===== src/rtl/ivc_pkg.sv =====
package ivc_pkg;

  typedef enum logic [2:0] {
    MD_TERM     = 3'd0,
    MD_ONESHOT  = 3'd1,
    MD_RATE     = 3'd2,
    MD_SQUARE   = 3'd3,
    MD_SWSTROBE = 3'd4,
    MD_HWSTROBE = 3'd5
  } ivc_mode_e;

  // codes 6 and 7 fold onto the periodic modes
  function automatic ivc_mode_e norm_mode(input logic [2:0] m);
    if (m[2:1] == 2'b11) return ivc_mode_e'({1'b0, m[1:0]});
    return ivc_mode_e'(m);
  endfunction

endpackage


===== src/rtl/ivc_rst_sync.sv =====
module ivc_rst_sync (
  input  logic clk,
  input  logic rst_n,
  output logic rst_n_o
);

  logic [1:0] sync_q;

  always_ff @(posedge clk or negedge rst_n) begin
    if (!rst_n) sync_q <= 2'b00;
    else        sync_q <= {sync_q[0], 1'b1};
  end

  assign rst_n_o = sync_q[1];

endmodule


===== src/rtl/ivc_gate_edge.sv =====
module ivc_gate_edge (
  input  logic clk,
  input  logic rst_n,
  input  logic gate,
  input  logic tick,
  input  logic clr,
  output logic trig_o
);

  logic gate_q;
  logic trig_q, trig_d;
  logic rise;

  assign rise   = gate & ~gate_q;
  assign trig_o = trig_q | rise;

  always_comb begin
    trig_d = trig_q | rise;
    if (clr || tick) trig_d = 1'b0;
  end

  always_ff @(posedge clk or negedge rst_n) begin
    if (!rst_n) begin
      gate_q <= 1'b0;
      trig_q <= 1'b0;
    end else begin
      gate_q <= gate;
      trig_q <= trig_d;
    end
  end

endmodule


===== src/rtl/ivc_bcd_step.sv =====
module ivc_bcd_step #(
  parameter int W = 16
) (
  input  logic [W-1:0] a,
  input  logic         bcd,
  input  logic         sub,
  input  logic [1:0]   mag,
  output logic [W-1:0] y
);

  localparam int ND = W / 4;

  logic [W-1:0] bin_y;
  logic [W-1:0] dec_y;
  logic [1:0]   carry [ND];

  assign carry[0] = mag;
  assign bin_y = sub ? (a - {{(W-2){1'b0}}, mag}) : (a + {{(W-2){1'b0}}, mag});

  for (genvar g = 0; g < ND; g++) begin : g_dig
    logic [3:0] d;
    logic [5:0] t;
    logic [3:0] r;

    assign d = a[4*g +: 4];
    assign t = sub ? ({2'b00, d} - {4'b0000, carry[g]})
                   : ({2'b00, d} + {4'b0000, carry[g]});

    always_comb begin
      if (sub) r = t[5] ? (t[3:0] + 4'd10) : t[3:0];
      else     r = (t > 6'd9) ? (t[3:0] - 4'd10) : t[3:0];
    end

    assign dec_y[4*g +: 4] = r;

    if (g < ND - 1) begin : g_c
      assign carry[g+1] = {1'b0, sub ? t[5] : (t > 6'd9)};
    end
  end

  assign y = bcd ? dec_y : bin_y;

endmodule


===== src/rtl/ivc_channel.sv =====
module ivc_channel #(
  parameter int CNT_W = 16
) (
  input  logic             clk,
  input  logic             rst_n,
  input  logic             tick,
  input  logic             cfg_we,
  input  logic [2:0]       cfg_mode,
  input  logic             cfg_bcd,
  input  logic             cnt_we,
  input  logic [CNT_W-1:0] cnt_val,
  input  logic             gate,
  output logic             out_o,
  output logic [CNT_W-1:0] count_o
);
  import ivc_pkg::*;

  localparam logic [CNT_W-1:0] C_ONE = CNT_W'(1);
  localparam logic [CNT_W-1:0] C_TWO = CNT_W'(2);

  logic rst_n_s;
  logic trig;

  ivc_mode_e        mode_q, mode_d;
  logic             bcd_q, bcd_d;
  logic [CNT_W-1:0] init_q, init_d;
  logic [CNT_W-1:0] cnt_q, cnt_d;
  logic             ld_pend_q, ld_pend_d;
  logic             armed_q, armed_d;
  logic             run_q, run_d;
  logic             out_q, out_d;
  logic             fired_q, fired_d;

  logic [CNT_W-1:0] cnt_dec, init_up, init_dn;
  logic [CNT_W-1:0] hi_start, lo_start;
  logic [1:0]       dec_mag;
  ivc_mode_e        cfg_norm;

  ivc_rst_sync u_rst (
    .clk     (clk),
    .rst_n   (rst_n),
    .rst_n_o (rst_n_s)
  );

  ivc_gate_edge u_gate (
    .clk    (clk),
    .rst_n  (rst_n_s),
    .gate   (gate),
    .tick   (tick),
    .clr    (cfg_we),
    .trig_o (trig)
  );

  assign dec_mag = (mode_q == MD_SQUARE) ? 2'd2 : 2'd1;

  ivc_bcd_step #(.W(CNT_W)) u_dec (
    .a(cnt_q), .bcd(bcd_q), .sub(1'b1), .mag(dec_mag), .y(cnt_dec)
  );
  ivc_bcd_step #(.W(CNT_W)) u_up (
    .a(init_q), .bcd(bcd_q), .sub(1'b0), .mag(2'd1), .y(init_up)
  );
  ivc_bcd_step #(.W(CNT_W)) u_dn (
    .a(init_q), .bcd(bcd_q), .sub(1'b1), .mag(2'd1), .y(init_dn)
  );

  // square-wave half periods: odd counts give the extra tick to the high half
  assign hi_start = init_q[0] ? init_up : init_q;
  assign lo_start = init_q[0] ? init_dn : init_q;
  assign cfg_norm = norm_mode(cfg_mode);

  always_comb begin
    mode_d    = mode_q;
    bcd_d     = bcd_q;
    init_d    = init_q;
    cnt_d     = cnt_q;
    ld_pend_d = ld_pend_q;
    armed_d   = armed_q;
    run_d     = run_q;
    out_d     = out_q;
    fired_d   = fired_q;

    if (cfg_we) begin
      mode_d    = cfg_norm;
      bcd_d     = cfg_bcd;
      run_d     = 1'b0;
      ld_pend_d = 1'b0;
      armed_d   = 1'b0;
      fired_d   = 1'b0;
      out_d     = (cfg_norm != MD_TERM);
    end else begin
      if (cnt_we) begin
        init_d = cnt_val;
        case (mode_q)
          MD_ONESHOT, MD_HWSTROBE: armed_d = 1'b1;
          MD_TERM: begin
            ld_pend_d = 1'b1;
            out_d     = 1'b0;
          end
          default: ld_pend_d = 1'b1;
        endcase
      end

      if (tick) begin
        case (mode_q)
          MD_TERM, MD_SWSTROBE: begin
            if (mode_q == MD_SWSTROBE) out_d = 1'b1;
            if (ld_pend_q) begin
              cnt_d     = init_q;
              run_d     = 1'b1;
              ld_pend_d = 1'b0;
              fired_d   = 1'b0;
              out_d     = (mode_q == MD_SWSTROBE);
            end else if (run_q && gate) begin
              cnt_d = cnt_dec;
              if (cnt_q == C_ONE) begin
                if (mode_q == MD_TERM) begin
                  out_d = 1'b1;
                end else if (!fired_q) begin
                  out_d   = 1'b0;
                  fired_d = 1'b1;
                end
              end
            end
          end
          MD_ONESHOT, MD_HWSTROBE: begin
            if (mode_q == MD_HWSTROBE) out_d = 1'b1;
            if (trig && armed_q) begin
              cnt_d   = init_q;
              run_d   = 1'b1;
              fired_d = 1'b0;
              out_d   = (mode_q == MD_HWSTROBE);
            end else if (run_q) begin
              cnt_d = cnt_dec;
              if (cnt_q == C_ONE) begin
                if (mode_q == MD_ONESHOT) begin
                  out_d = 1'b1;
                end else if (!fired_q) begin
                  out_d   = 1'b0;
                  fired_d = 1'b1;
                end
              end
            end
          end
          default: begin
            if (gate) begin
              if (ld_pend_q || (trig && run_q)) begin
                cnt_d     = (mode_q == MD_SQUARE) ? hi_start : init_q;
                out_d     = 1'b1;
                run_d     = 1'b1;
                ld_pend_d = 1'b0;
              end else if (run_q) begin
                if (mode_q == MD_RATE) begin
                  if (cnt_q == C_ONE) begin
                    cnt_d = init_q;
                    out_d = 1'b1;
                  end else begin
                    cnt_d = cnt_dec;
                    out_d = (cnt_q != C_TWO);
                  end
                end else begin
                  if (cnt_q == C_TWO) begin
                    cnt_d = out_q ? lo_start : hi_start;
                    out_d = ~out_q;
                  end else begin
                    cnt_d = cnt_dec;
                  end
                end
              end
            end
          end
        endcase
      end

      if (((mode_q == MD_RATE) || (mode_q == MD_SQUARE)) && !gate) out_d = 1'b1;
    end
  end

  always_ff @(posedge clk or negedge rst_n_s) begin
    if (!rst_n_s) begin
      mode_q    <= MD_TERM;
      bcd_q     <= 1'b0;
      init_q    <= '0;
      cnt_q     <= '0;
      ld_pend_q <= 1'b0;
      armed_q   <= 1'b0;
      run_q     <= 1'b0;
      out_q     <= 1'b1;
      fired_q   <= 1'b0;
    end else begin
      mode_q    <= mode_d;
      bcd_q     <= bcd_d;
      init_q    <= init_d;
      cnt_q     <= cnt_d;
      ld_pend_q <= ld_pend_d;
      armed_q   <= armed_d;
      run_q     <= run_d;
      out_q     <= out_d;
      fired_q   <= fired_d;
    end
  end

  assign out_o   = out_q;
  assign count_o = cnt_q;

endmodule


===== config.mk =====
export PLATFORM = sky130hd
export DESIGN_NAME = ivc_channel
export DESIGN_NICKNAME = d
export VERILOG_FILES = /design/src/rtl/ivc_pkg.sv /design/src/rtl/ivc_rst_sync.sv /design/src/rtl/ivc_gate_edge.sv /design/src/rtl/ivc_bcd_step.sv /design/src/rtl/ivc_channel.sv
export SDC_FILE = /design/constraint.sdc
export NUM_CORES = 1
export LEC_CHECK = 0
export BUFFER_PORTS_ARGS = -buffer_cell sky130_fd_sc_hd__buf_2
export CAP_MARGIN = 20
export CORE_MARGIN = 2
export CORE_UTILIZATION = 60
export CTS_CLUSTER_SIZE = 10
export DETAILED_ROUTE_END_ITERATION = 8
export PLACE_DENSITY = 0.88
export SETUP_SLACK_MARGIN = 0.2
export SYNTH_ARGS = -nofsm -noshare
export SYNTH_HDL_FRONTEND = slang
export SYNTH_SLANG_ARGS = --single-unit

===== constraint.sdc =====
create_clock -name clk -period 1.8 [get_ports clk]
set_input_delay 0.09 -clock clk [delete_from_list [all_inputs] [get_ports clk]]
set_output_delay 0.09 -clock clk [all_outputs]
set_load 0.005 [all_outputs]

==> flow_summary.toml, run 1 <==
[outcome]
outcome = "aborted with a tool error"
stop_stage = "global routing"
error_line = "[ERROR GRT-0116] Global routing finished with congestion. Check the congestion regions in the DRC Viewer."

[synthesis]
netlist_top_cells_area = "dfrtp_1, ha_1, o21ai_0, nand2_1, a21oi_1"
syn_area_sq_um = 5830
syn-num-nets = 903
yosys.area.top_type = "dfrtp_1"
avgSynthCellArea_sq_um = 6.94
synth-seq-cells = 45
ys_async_sr_fraction_pct = 100
yosysWarnings = 0
synth_edf_count = 0
ys_types = 73
synth-seq-area-share_pct = 19.3
synth_top_cell_area_share_pct = 18.9
dominantRegCellSynth = "dfrtp_1"
syn-instance-count = 841

[clock_tree]
htree_levels = 2
cts_buffers = 5
cts.sinks = 45
cts_root_buffer = "clkbuf_8"
clk_path_buf_depth = 2

[floorplan]
io_pins = 43
start_util_pct = 62.5
die_w_um = 103
die_h_um = 103
num_rows = 35

[placement]
pre_cts_slack_ns = -3.29
dp_hpwl_um = 19200
io_buffer_count = 42
gp_congestion = 1.12

[global_route]
grt_first_pass_wirelength_um = 59400
grt_usage_pct = 74.7
grt_pass1_vias = 10600
gr-total-overflow = 45
grt_start_max_net_pins = 28
through the flow:
| stage | TNS [ns] | cell area [sq um] | utilization, % | std cells |
|---|---|---|---|---|
| after floorplan | -27.76 | 6230 | - | 841 |
| after global placement | -27.09 | 7950 | 85.3 | 1173 |
| after detailed placement | -31.29 | 7950 | 85.3 | 1173 |
| after CTS | -29.87 | 8870 | 95.1 | 1230 |
per-layer routing:
layer  GRT overflow  global-route usage, %
met5              1                   23.6
met4             20                   74.8
met3              0                   56.1
met2             23                   92.3
met1              1                   75.9
cells in the mapped netlist (all sizes together), types with 6 or more instances:
cell type	n
ha	35
nand2b	18
nor3b	8
a31oi	17
or4	7
inv	41
nand3	19
o21ai	78
o221ai	7
dfrtp	44
nand2	96
or3	9
clkbuf	57
xnor2	31
nor4	11
nand4	8
o22ai	12
o211ai	9
nor2b	9
xor2	9
mux2i	8
buf	10
nor3	27
a2111oi	8
a211oi	19
mux2	6
a21oi	70
nor2	82
repair_timing:
action	4_1_cts
resized for setup	95
gates cloned	1
endpoints found under the setup margin	19
setup buffers	35
hold endpoints to repair	14
hold buffers	13
pin swaps	48
cells by family after synthesis:
logic type	Yosys count	synth area share [%]
simple gates	320	26.8
compound gates	274	30.0
buf+inv	111	7.42
flops	45	19.3
xor+xnor	40	6.00
fa+ha+maj	36	7.85
mux	14	2.53
other cells	1	0.0643
==> inputs of run 2 (changes only) <==
CORE_UTILIZATION = 40   (was 60)
CTS_CLUSTER_SIZE = not set   (was 10)
PLACE_DENSITY = not set   (was 0.88)
PLACE_DENSITY_LB_ADDON = 0.15   (was not set)
SETUP_SLACK_MARGIN = not set   (was 0.2)
==> flow_summary.toml, run 2 <==
[global_route]
antenna_found_initial = 0
grt_usage_pct = 31.2
grt_first_pass_wirelength_um = 39300
grt_pass1_vias = 7430
grt_start_max_net_pins = 30
gr-total-overflow = 0

[floorplan]
core_sq_um = 14400
io_pins = 43
die_h_um = 125
dieArea_sq_um = 15600
die_w_um = 125
start_util_pct = 40.6
num_rows = 44

[min_path]
min_path_type = "in2reg"

[synthesis]
ys_types = 73
synth-seq-cells = 45
avgSynthCellArea_sq_um = 6.94
ys_async_sr_fraction_pct = 100
netlist_top_cells_area = "dfrtp_1, ha_1, o21ai_0, nand2_1, a21oi_1"
syn-instance-count = 841
synth_top_cell_area_share_pct = 18.9
post-synth-top-count-cell = "nand2_1"
synth-seq-area-share_pct = 19.3
syn-num-nets = 903
synth_commonest_cells = "nand2_1, nor2_1, o21ai_0, a21oi_1, clkbuf_1"
yosys.area.top_type = "dfrtp_1"
syn_area_sq_um = 5830
yosysWarnings = 0
synth_edf_count = 0
dominantRegCellSynth = "dfrtp_1"

[clock_tree]
clkTransAtPathRegs_ns = 0.07
cts.sinks = 45
cts_buffers = 5
htree_levels = 2
clk_path_buf_depth = 2
cts_root_buffer = "clkbuf_16"
clock_latency_ns = 0.31
cts_tree = "built"

[layout]
multiInputGateArea_sq_um = 5220
diodes = 0
area_delta_synth_final_pct = 63.5
num-fill-cells = 1226
final_util_pct = 66.4
fin_nets = 1189
final_common_cell = "buf_4"
final_area_sq_um = 9540
layout-drive-gt1-share_pct = 43.4
seq_area_sq_um = 1130
final_cell_mix = "buf_4, nand2_1, nor2_1"

[placement]
placed_area_sq_um = 8270
dp_hpwl_um = 19400
gp_congestion = 1.01
io_buffer_count = 42

[critical_path]
worstSetupEndpointType = "register"
critPathSlowestCell = "dfrtp_1"
path_class = "reg2reg"
crit_fanout = 4
critPathMaxStageDelay_ns = 0.39
crit_top_cell = "ha_4"
start_kind = "register"
critPathTopFamily = "compound AO/OA/AOI/OAI gates"
worstPathArrival_ns = 4.97
worstPathRequired_ns = 2.04
crit_buf_inv = 3
r2r_slack_ns = -2.94

[outcome]
violations = "negative setup slack"
outcome = "finished, violations left"

[power]
ir_worst_vdd_uv = 420
p_per_area_nw_per_um2 = 971
leakage_nw = 4.04

[timing]
tightest_slew_ns = 0.710
final_hold_viol_count = 0
setup_viol = 18
min_period_ns = 4.74
finalWorstSetupSlack_ns = -2.94
fmax_mhz = 211
slew_headroom_pct = 52.7
slew_violations = 0
skew_ns = 0.00615
rsz0062_at_grt = "yes"
finalCritPeriodShare_pct = 263

[drt]
drc = 0
drt_wl_total_um = 25000
avgRoutedWirePerCell_um = 19.1
viasPerCell = 5.76
drt_iter0_drc = 548
via_count = 7559
antenna_left = 0
dr.pass1.iters = 5

[job]
maxCapViolCount = 0
run 2: cell counts after synthesis:
Identical to the previous run, type by type.
run 2: cells by family (layout without fill, tap and decap cells):
kind of cell,after synthesis,after routing,share of synthesized area [%]
adder cells (fa/ha/maj),36,36,7.85
multiplexers,14,14,2.53
XOR/XNOR,40,40,6.00
other,1,1,0.0643
AND/OR/NAND/NOR,320,320,26.8
flip-flops,45,45,19.3
AO/OA/AOI/OAI,274,274,30.0
buffers and inverters,111,398,7.42
run 2: layer usage:
metal	vias to the layer above	wire [um]	part of all wire (%)	track usage, %
met5	-	0	0	0
met4	0	750	3.0	9.98
met3	48	1330	5.3	4.17
met2	250	12000	48	51.3
met1	3612	10900	44	42.5
li1	3649	-	-	-
run 2: area by class of cell:
class	instances	area share, %
timing repair buffer	346	27.7
inverter	44	1.78
clock inverter	3	0.236
sequential	45	11.8
clock buffer	5	1.31
tap	184	2.41
multi-input combinational	685	54.7
run 2: tightest hold or removal path, cell delays in order:
cell     delay (ns)
buf_2          0.08
nand2_1        0.04
o21ai_0        0.06
run 2: worst paths after layout:
| check | from | end | cells past startpoint |
|---|---|---|---|
| max reg2reg | init_q[0] | count_o[15] | 30 |
| min in group asynchronous | rst_n | u_rst.sync_q[0] | 2 |
| max in group asynchronous | u_rst.sync_q[1] | init_q[15] | 1 |
| min reg2reg | u_rst.sync_q[1] | init_q[2] | 0 |
| max | init_q[0] | count_o[15] | 30 |
| min | cnt_val[12] | init_q[12] | 3 |
run 2: what timing repair did:
item | in CTS | in global routing
hold buffers | 10 | 0
gates resized for setup | 85 | 72
buffers inserted | 13 | 29
endpoints found under the setup margin | 18 | 18
pin swaps | 52 | 41
hold endpoints to repair | 11 | 0
run 2: power by group:
part | leakage (nW) | switching (W) | internal [W]
Combinational | 3.42 | 0.00350 | 0.00329
Sequential | 0.546 | 0.000237 | 0.00126
Clock | 0.0738 | 0.000452 | 0.000518
run 2: stage by stage:
step | total power, W | TNS, ns | std cells | hold WS [ns] | worst slack (ns)
3_3_place_gp | 0.00689 | -28.24 | 1257 | -0.125 | -2.96
2_1_floorplan | 0.00473 | -27.76 | 841 | -0.206 | -3.39
3_5_place_dp | 0.00704 | -30.07 | 1257 | -0.122 | -3.21
4_1_cts | 0.00856 | -27.07 | 1288 | 0.000448 | -2.93
5_1_grt | 0.00990 | -30.11 | 1312 | 0.0159 | -3.16
6_report | 0.00926 | -27.11 | 1312 | 0.00333 | -2.94
No activity file was read; power rests on OpenSTA's default activity.
